--- src/rtl/chain_mode_pkg.sv ---
// Package: shared types and gate bit positions for the pass-through sequencer.
// Assumes: gate bit order is decoded by the switch driver outside this block.
package chain_mode_pkg;
    typedef enum logic {
        MODE_PASS   = 1'b0,
        MODE_NORMAL = 1'b1
    } mode_e;

    localparam int GATE_LINK = 0;   // enable-in to enable-out link
    localparam int GATE_ST1  = 1;   // status line 1 path
    localparam int GATE_ST2  = 2;   // status line 2 path
    localparam int GATE_W    = 3;
endpackage

--- src/rtl/toggle_counter.sv ---
// Module: counts consecutive toggle strobes, saturating at NEEDED.
// Assumes: cmd strobes last one cycle; clear has priority over counting.
module toggle_counter #(
    parameter int NEEDED = 4
) (
    input  logic                          clk,
    input  logic                          rst_n,
    input  logic                          toggle,
    input  logic                          other,
    input  logic                          clear,
    output logic [$clog2(NEEDED+1)-1:0]   count,
    output logic                          full
);
    localparam int W = $clog2(NEEDED + 1);

    assign full = (count == W'(NEEDED));

    // Purpose: advance, clear or hold the consecutive-toggle count.
    always_ff @(posedge clk) begin
        if (!rst_n) begin
            count <= '0;
        end else if (clear || other) begin
            count <= '0;
        end else if (toggle && !full) begin
            count <= count + 1'b1;
        end
    end

    a_r9_no_overflow: assert property (@(posedge clk) disable iff (!rst_n)
        count <= W'(NEEDED));

    a_r4_other_clears: assert property (@(posedge clk) disable iff (!rst_n)
        other |=> (count == '0));
endmodule

--- src/rtl/ms_window.sv ---
// Module: counts millisecond ticks while run is high; hit pulses on the tick
// that completes LIMIT ticks. Dropping run restarts the window.
// Assumes: LIMIT >= 1; tick is a one-cycle pulse.
module ms_window #(
    parameter int LIMIT = 10
) (
    input  logic clk,
    input  logic rst_n,
    input  logic run,
    input  logic tick,
    output logic hit
);
    localparam int W = $clog2(LIMIT + 1);

    logic [W-1:0] cnt;

    assign hit = run && tick && (cnt == W'(LIMIT - 1));

    // Purpose: accumulate ticks while run holds, restart when it drops.
    always_ff @(posedge clk) begin
        if (!rst_n) begin
            cnt <= '0;
        end else if (!run) begin
            cnt <= '0;
        end else if (tick && cnt != W'(LIMIT)) begin
            cnt <= cnt + 1'b1;
        end
    end

    a_r5_restart_on_drop: assert property (@(posedge clk) disable iff (!rst_n)
        !run |=> (cnt == '0));
endmodule

--- src/rtl/last_unit_det.sv ---
// Module: decides from downstream busy activity during a reset slot whether
// this unit ends the chain.
// Assumes: rst_start precedes rst_end; busy in the end cycle still counts.
module last_unit_det (
    input  logic clk,
    input  logic rst_n,
    input  logic rst_start,
    input  logic rst_end,
    input  logic dn_busy,
    output logic last_unit
);
    logic in_slot;
    logic seen;

    // Purpose: track the slot window and any busy seen within it.
    always_ff @(posedge clk) begin
        if (!rst_n) begin
            in_slot <= 1'b0;
            seen    <= 1'b0;
        end else if (rst_start) begin
            in_slot <= 1'b1;
            seen    <= 1'b0;
        end else if (in_slot) begin
            if (dn_busy) seen <= 1'b1;
            if (rst_end) in_slot <= 1'b0;
        end
    end

    // Purpose: re-evaluate the last-unit flag when a slot ends.
    always_ff @(posedge clk) begin
        if (!rst_n) begin
            last_unit <= 1'b0;
        end else if (in_slot && rst_end && !rst_start) begin
            last_unit <= !(seen || dn_busy);
        end
    end

    a_r8_changes_at_end: assert property (@(posedge clk) disable iff (!rst_n)
        !$stable(last_unit) |-> $past(rst_end));
endmodule

--- src/rtl/chain_mode_seq.sv ---
// Module: top of the pass-through mode sequencer. Holds the mode flag, the
// link-cut state and the gate enables; instantiates the toggle counter, the
// quiet window, the enable-out low window and the last-unit detector.
// Assumes: command strobes are mutually exclusive one-cycle pulses.
module chain_mode_seq
    import chain_mode_pkg::*;
#(
    parameter int TOGGLES  = 4,
    parameter int QUIET_MS = 10,
    parameter int CUT_MS   = 10
) (
    input  logic              clk,
    input  logic              rst_n,
    input  logic              ms_tick,
    input  logic              cmd_toggle,
    input  logic              cmd_other,
    input  logic              en_in,
    input  logic              en_out,
    input  logic              rst_start,
    input  logic              rst_end,
    input  logic              dn_busy,
    output logic              mode_normal,
    output logic [GATE_W-1:0] gate_en,
    output logic              last_unit
);
    localparam int CW = $clog2(TOGGLES + 1);

    mode_e          mode;
    logic           link_cut;
    logic [CW-1:0]  tog_cnt;
    logic           tog_full;
    logic           quiet_run, quiet_hit;
    logic           cut_run, cut_hit;
    logic           to_pass, to_normal, mode_chg;

    // Purpose: decide mode transitions from the count and the quiet window.
    always_comb begin
        to_pass   = (mode == MODE_NORMAL) && cmd_toggle && !cmd_other
                    && (tog_cnt == CW'(TOGGLES - 1));
        to_normal = quiet_hit;
        mode_chg  = to_pass || to_normal;
        quiet_run = (mode == MODE_PASS) && tog_full && en_in;
        cut_run   = (mode == MODE_PASS) && !en_out && !link_cut;
    end

    toggle_counter #(.NEEDED(TOGGLES)) u_cnt (
        .clk    (clk),
        .rst_n  (rst_n),
        .toggle (cmd_toggle),
        .other  (cmd_other),
        .clear  (mode_chg),
        .count  (tog_cnt),
        .full   (tog_full)
    );

    ms_window #(.LIMIT(QUIET_MS)) u_quiet (
        .clk   (clk),
        .rst_n (rst_n),
        .run   (quiet_run),
        .tick  (ms_tick),
        .hit   (quiet_hit)
    );

    ms_window #(.LIMIT(CUT_MS + 1)) u_cut (
        .clk   (clk),
        .rst_n (rst_n),
        .run   (cut_run),
        .tick  (ms_tick),
        .hit   (cut_hit)
    );

    last_unit_det u_last (
        .clk       (clk),
        .rst_n     (rst_n),
        .rst_start (rst_start),
        .rst_end   (rst_end),
        .dn_busy   (dn_busy),
        .last_unit (last_unit)
    );

    // Purpose: hold the operating mode.
    always_ff @(posedge clk) begin
        if (!rst_n) begin
            mode <= MODE_PASS;
        end else if (to_pass) begin
            mode <= MODE_PASS;
        end else if (to_normal) begin
            mode <= MODE_NORMAL;
        end
    end

    // Purpose: open the enable link after a long enable-out low; reclose on mode change.
    always_ff @(posedge clk) begin
        if (!rst_n) begin
            link_cut <= 1'b0;
        end else if (mode_chg) begin
            link_cut <= 1'b0;
        end else if (cut_hit) begin
            link_cut <= 1'b1;
        end
    end

    // Purpose: drive the mode flag and the gate enables.
    always_comb begin
        mode_normal = (mode == MODE_NORMAL);
        gate_en     = '0;
        if (mode == MODE_PASS) begin
            gate_en[GATE_LINK] = !link_cut;
            gate_en[GATE_ST1]  = 1'b1;
            gate_en[GATE_ST2]  = 1'b1;
        end
    end

    a_r2_enter_needs_full_count: assert property (@(posedge clk) disable iff (!rst_n)
        $rose(mode_normal) |-> ($past(tog_cnt) == CW'(TOGGLES)) && $past(en_in) && $past(ms_tick));

    a_r6_leave_on_toggle: assert property (@(posedge clk) disable iff (!rst_n)
        $fell(mode_normal) |-> $past(cmd_toggle));

    a_r7_cut_after_low: assert property (@(posedge clk) disable iff (!rst_n)
        $rose(link_cut) |-> !$past(en_out) && $past(ms_tick));

    a_r7_cut_only_pass: assert property (@(posedge clk) disable iff (!rst_n)
        link_cut |-> !mode_normal);
endmodule

--- config.mk ---
export PLATFORM = sky130hd
export DESIGN_NAME = chain_mode_seq
export DESIGN_NICKNAME = d
export VERILOG_FILES = /design/src/rtl/chain_mode_pkg.sv /design/src/rtl/toggle_counter.sv /design/src/rtl/ms_window.sv /design/src/rtl/last_unit_det.sv /design/src/rtl/chain_mode_seq.sv
export SDC_FILE = /design/constraint.sdc
export NUM_CORES = 1
export LEC_CHECK = 0
export ABC_AREA = 1
export CAP_MARGIN = 0
export CORE_MARGIN = 1.5
export CORE_UTILIZATION = 58
export CTS_BUF_LIST = sky130_fd_sc_hd__clkbuf_4 sky130_fd_sc_hd__clkbuf_8
export DETAILED_ROUTE_END_ITERATION = 7
export GPL_TIMING_DRIVEN = 0
export MAX_ROUTING_LAYER = met4
export PLACE_DENSITY = 0.87
export SETUP_SLACK_MARGIN = 0.4
export SYNTH_ARGS = -nofsm -noshare
export SYNTH_HDL_FRONTEND = slang
export SYNTH_SLANG_ARGS = --single-unit
--- constraint.sdc ---
create_clock -name clk -period 1.91 [get_ports clk]
set_clock_uncertainty 0.05 [all_clocks]
set_input_delay 0.573 -clock clk [delete_from_list [all_inputs] [get_ports clk]]
set_output_delay 0.573 -clock clk [all_outputs]
set_load 0.1 [all_outputs]
## Yosys cells after proc, flatten, opt, wreduce, memory -nomap -nowiden

Index checks and enable logic that the tools add are counted.

| cells by class | value |
|---|---|
| add/subtract/negate cells | 3 |
| equality and inequality tests | 6 |
| mux-type cells | 4 |
| bitwise gates (word level) | 2 |
| reductions and logical operators | 32 |

Operator list:

| cell | number |
|---|---|
| $logic_and 1x1->1 | 16 |
| $add 4x1->4 const B | 2 |
| $eq 4x4->1 const B | 2 |
| $ne 4x4->1 const B | 2 |
| $reduce_or 2->1 | 4 |
| $logic_not 1->1 | 6 |
| $reduce_and 2->1 | 3 |
| $add 3x1->3 const B | 1 |
| $eq 3x2->1 const B | 1 |
| $eq 3x3->1 const B | 1 |
| $logic_or 1x1->1 | 3 |
| $mux 1 | 3 |
| $mux 3 | 1 |
| $not 1->1 | 2 |

| storage, ports and cells | value |
|---|---|
| bits in registers | 16 |
| bits of input ports | 10 |
| output and inout port bits | 5 |
| logic and storage cells | 55 |

## Logic depth before layout (Yosys ltp)

| logic depth | value |
|---|---|
| depth in word-level cells | 8 |
| mapped depth | 8 |
| mapped depth without buffers | 8 |

## Modules after synthesis

From an unflattened synthesis, not the netlist that was laid out.

| second synthesis, totals | value |
|---|---|
| cell total of the unflattened synthesis | 135 |
| area total of the unflattened synthesis | 930.9 um^2 |

Modules (own cells, without submodules):

| module | instances | cells each | area each (um^2) | sequential area each (um^2) |
|---|---|---|---|---|
| ms_window at u_quiet | 1 | 37 | 264.0 | 80.1 |
| ms_window at u_cut | 1 | 36 | 242.7 | 80.1 |
| toggle_counter | 1 | 27 | 181.4 | 60.1 |
| last_unit_det | 1 | 16 | 122.6 | 60.1 |
| chain_mode_seq | 1 | 19 | 120.1 | 40.0 |

## Worst setup path before layout

OpenSTA, ideal clock, no wires.

| timing | value |
|---|---|
| path type | register to output |
| start | register mode (netlist: mode_normal) |
| end | output gate_en[2] |
| arrival | 1889 ps |
| required time | 1287 ps |
| setup slack | -602 ps |
| stages on the path, launching flop included | 3 |
| buffers on the path | 1 |
| path through | dfxtp_1 inv_2 buf_4 |

| between the ends | value |
|---|---|
| cells in the longest elaborated chain, start to end | 1 |

RTL lines:

| what | line | RTL |
|---|---|---|
| from (decl) | chain_mode_seq.sv:28 | `mode_e mode;` |
| from (signal assigned) | chain_mode_seq.sv:84 | `mode <= MODE_PASS;` |
| from (signal assigned) | chain_mode_seq.sv:86 | `mode <= MODE_PASS;` |
| from (signal assigned) | chain_mode_seq.sv:88 | `mode <= MODE_NORMAL;` |
| $mux 3 | chain_mode_seq.sv:107 | `if (mode == MODE_PASS) begin` |
| to (decl) | chain_mode_seq.sv:23 | `output logic [GATE_W-1:0] gate_en,` |

Every way passes these cells.

## Worst setup path in the final report

Same ends and word-level chain as after synthesis.

==> results.json <==
{
  "die_x_um": 43.20,
  "regArea_um2": 325.3,
  "synth_fp_nets": 147,
  "cell_type_with_the_highest_aggregate_area_in_the_netlist": "dfxtp_1",
  "slew_violations": 0,
  "io_buffer_count": 13,
  "worst_ir_drop_vdd_v": 0.0002898,
  "seq_area_frac_synth_pct": 34.18,
  "initial_utilization_pct": 62.21,
  "die_h_um": 43.20,
  "yosysWarnings": 0,
  "yosys.cell_types.count": 22,
  "clk_pin_slew_ns": 0.09,
  "mappedNetlistArea_um2": 937.1,
  "worst_skew_pair.late_latency_ns": 0.28,
  "drt-met1-wl_um": 792,
  "cts_tree": "built",
  "design.portCount": 15,
  "hold_path_depth": 2,
  "worst-endpoint-required_ns": 1.29,
  "antenna_violations_before_repair": 0,
  "timing.max_cap.violations": 0,
  "routability_driven_placement_congestion_ratio": 0.8622,
  "p_per_area_nw_per_um2": 541.2,
  "wl_met2_um": 787,
  "timing.rr.end": "u_cnt.count[2]",
  "grt.overflow.total": 0,
  "antenna_cells_inserted": 0,
  "worstHoldPathType": "flop to flop",
  "power_report.internal_total_uw": 487.3,
  "wire_length_of_the_first_global_routing_pass_um": 2953,
  "p_leak_nw": 0.5090,
  "avgViaCountPerCell": 5.129,
  "power.clock.fraction_pct": 34.4,
  "hold_ws_ns": 0.4094,
  "number_of_global_route_vias_before_repair": 749,
  "drt_first_pass_iters": 4,
  "fillers": 116,
  "hold_viol": 0,
  "layout.cell_area.non_filler_um2": 1172,
  "rr_startpoint": "u_cnt.count[0]",
  "timing.critical_path.fanout_max": 5,
  "power.share.sequential_pct": 54.1,
  "area_growth_syn_to_layout_pct": 25.10,
  "starting_drt_drc_count": 17,
  "postLayoutCoreUtil_pct": 77.82,
  "synth_top_cells_by_area": "dfxtp_1, ha_1, nand2_1, inv_1, nor2_1",
  "slew_headroom_pct": 81.63,
  "design_power_total_uw": 634.5,
  "ctsRootBufferMaster": "clkbuf_4",
  "max-clock-path-buffers": 2,
  "detail_route.drc_violations": 0,
  "final_layout_size_suffix_gt1_share_pct": 24.49,
  "hold_path_startpoint": "u_last.last_unit",
  "top_layer_used": "met4",
  "post_drt_wl_per_cell_um": 10.29,
  "finalNetCount": 166,
  "dp.cells": 158,
  "timing.critical_path.to_type": "output port",
  "timing.final.crit_period_ns": 1.621,
  "design.core.area_um2": 1506,
  "run_status": "completed",
  "grt_start_max_net_pins": 10,
  "arrival_ns": 1.00,
  "htree_levels": 1,
  "startpoint_type": "flop",
  "synth_largest_type_area_fraction_pct": 34.18,
  "switching_power_uw": 147.2,
  "timing.hold.worst_endpoint": "u_last.last_unit",
  "placementRows": 14,
  "worst-r2r-setup-slack_ns": 0.64,
  "setup_repair_after_global_routing_missed_its_margin": "true",
  "final_antenna_net_count": 0,
  "cts_hold_buffers": 0,
  "cts_sinks": 16,
  "postSynthAreaPerCell_um2": 7.265,
  "placed_cell_area_um2": 1106,
  "detailed_place_hpwl_um": 1296,
  "drt_wl_total_um": 1677,
  "final-instance-count-excl-fill": 163,
  "postSynthRegisterBits": 16,
  "critical_path_class": "flop to output port",
  "power.share.switching_pct": 23.20,
  "multiInputGateArea_um2": 516.7,
  "fin_crit_sh_pct": 84.87,
  "measured_slew_at_the_worst_slew_check_pin_ns": 0.2779,
  "route.vias.total": 836,
  "route.met3.wl_um": 78,
  "global_route.usage.total_pct": 21.49,
  "syn-instance-count": 129,
  "logic_pwr_share_pct": 11.5,
  "setup_viol": 0,
  "maximum_achievable_frequency_ghz": 0.6169,
  "ff2ff_path_depth": 7,
  "floorplan.die_area_um2": 1866,
  "cts_buf_count": 3
}
## flip-flops by register name (all words and copies together), names as in the netlist
name / cells
u_cnt.count: 3
u_last.in_slot: 1
u_last.seen: 1
u_quiet.cnt: 4
mode_normal: 1
link_cut: 1
u_last.last_unit: 1
u_cut.cnt: 4
## layout by cell type, fill, tap and decap left out, types with 7 or more instances in the layout
cell and n:
inv_1 19, clkdlybuf4s50_1 8, a21oi_1 8, nand2_1 24
nand3_1 8, nand2_2 7, ha_1 8, nor2_1 11
dfxtp_1 14
## worst max-delay path: stages, from the launching register on
cell and delay, ns:
dfxtp_4 0.41, inv_6 0.04, buf_6 0.11, buf_12 0.15
## what timing repair did
action	in CTS	in global routing
setup buffers	1	0
gates resized for setup	38	1
setup endpoints to repair	5	7
pin swaps	1	0
gates cloned	0	0
## worst max-delay path by stage
| stage | from | to | slack, ns | cells after the start |
|---|---|---|---|---|
| 2_1_floorplan | mode_normal | gate_en[0] | 0.31 | 1 |
| 3_3_place_gp | mode_normal | gate_en[2] | -0.32 | 3 |
| 3_5_place_dp | mode_normal | gate_en[2] | -0.33 | 3 |
| 4_1_cts | mode_normal | gate_en[0] | 0.28 | 2 |
| 5_1_grt | mode_normal | gate_en[2] | 0.26 | 3 |
| 6_report | mode_normal | gate_en[2] | 0.29 | 3 |
## metrics by stage
stage          setup slack (ns)  TNS, ns
2_1_floorplan            0.3139        0
6_report                 0.2890        0
3_3_place_gp            -0.3239   -1.243
3_5_place_dp            -0.3293   -1.267
4_1_cts                  0.2834        0
5_1_grt                  0.2571        0
## synthesized netlist by cell type (all sizes together)
cell type,n
a21boi,1
a31oi,1
nand3,11
o21ai,2
inv,24
nor3,2
xor2,2
nand2,32
a21oi,9
ha,8
dfxtp,16
buf,2
nand4,3
nor2,16
## routing by layer
layer | vias to the layer above | GRT usage (%)
li1 | 438 | -
met2 | 16 | 34.93
met4 | 0 | 9.091
met3 | 2 | 4.255
met1 | 380 | 25.65
met5 | - | -
## power by group through the flow
stage / Clock (mW) / Sequential (mW) / Combinational (mW)
6_report: 0.219 / 0.343 / 0.0728
5_1_grt: 0.237 / 0.344 / 0.0821
4_1_cts: 0.224 / 0.343 / 0.0728
3_5_place_dp: 0 / 0.351 / 0.0717
3_3_place_gp: 0 / 0.351 / 0.0705
2_1_floorplan: 0 / 0.356 / 0.0383
## cells by family (layout without fill, tap and decap cells)
group	count (synthesis)	in the layout	synth area share (%)
AND/OR/NAND/NOR	64	64	34.05
adder cells (fa/ha/maj)	8	8	10.68
XOR/XNOR	2	2	1.870
flip-flops	16	16	34.18
AO/OA/AOI/OAI	13	13	7.745
buffers and inverters	26	44	11.48
## layout make-up
cell class	count	area share (%)
multi-input combinational	87	44.08
sequential	16	27.75
timing repair buffer	14	13.45
inverter	24	8.324
clock buffer	4	3.095
tap	16	1.708
buffer	2	1.601
(Power assumes the default switching activity.)
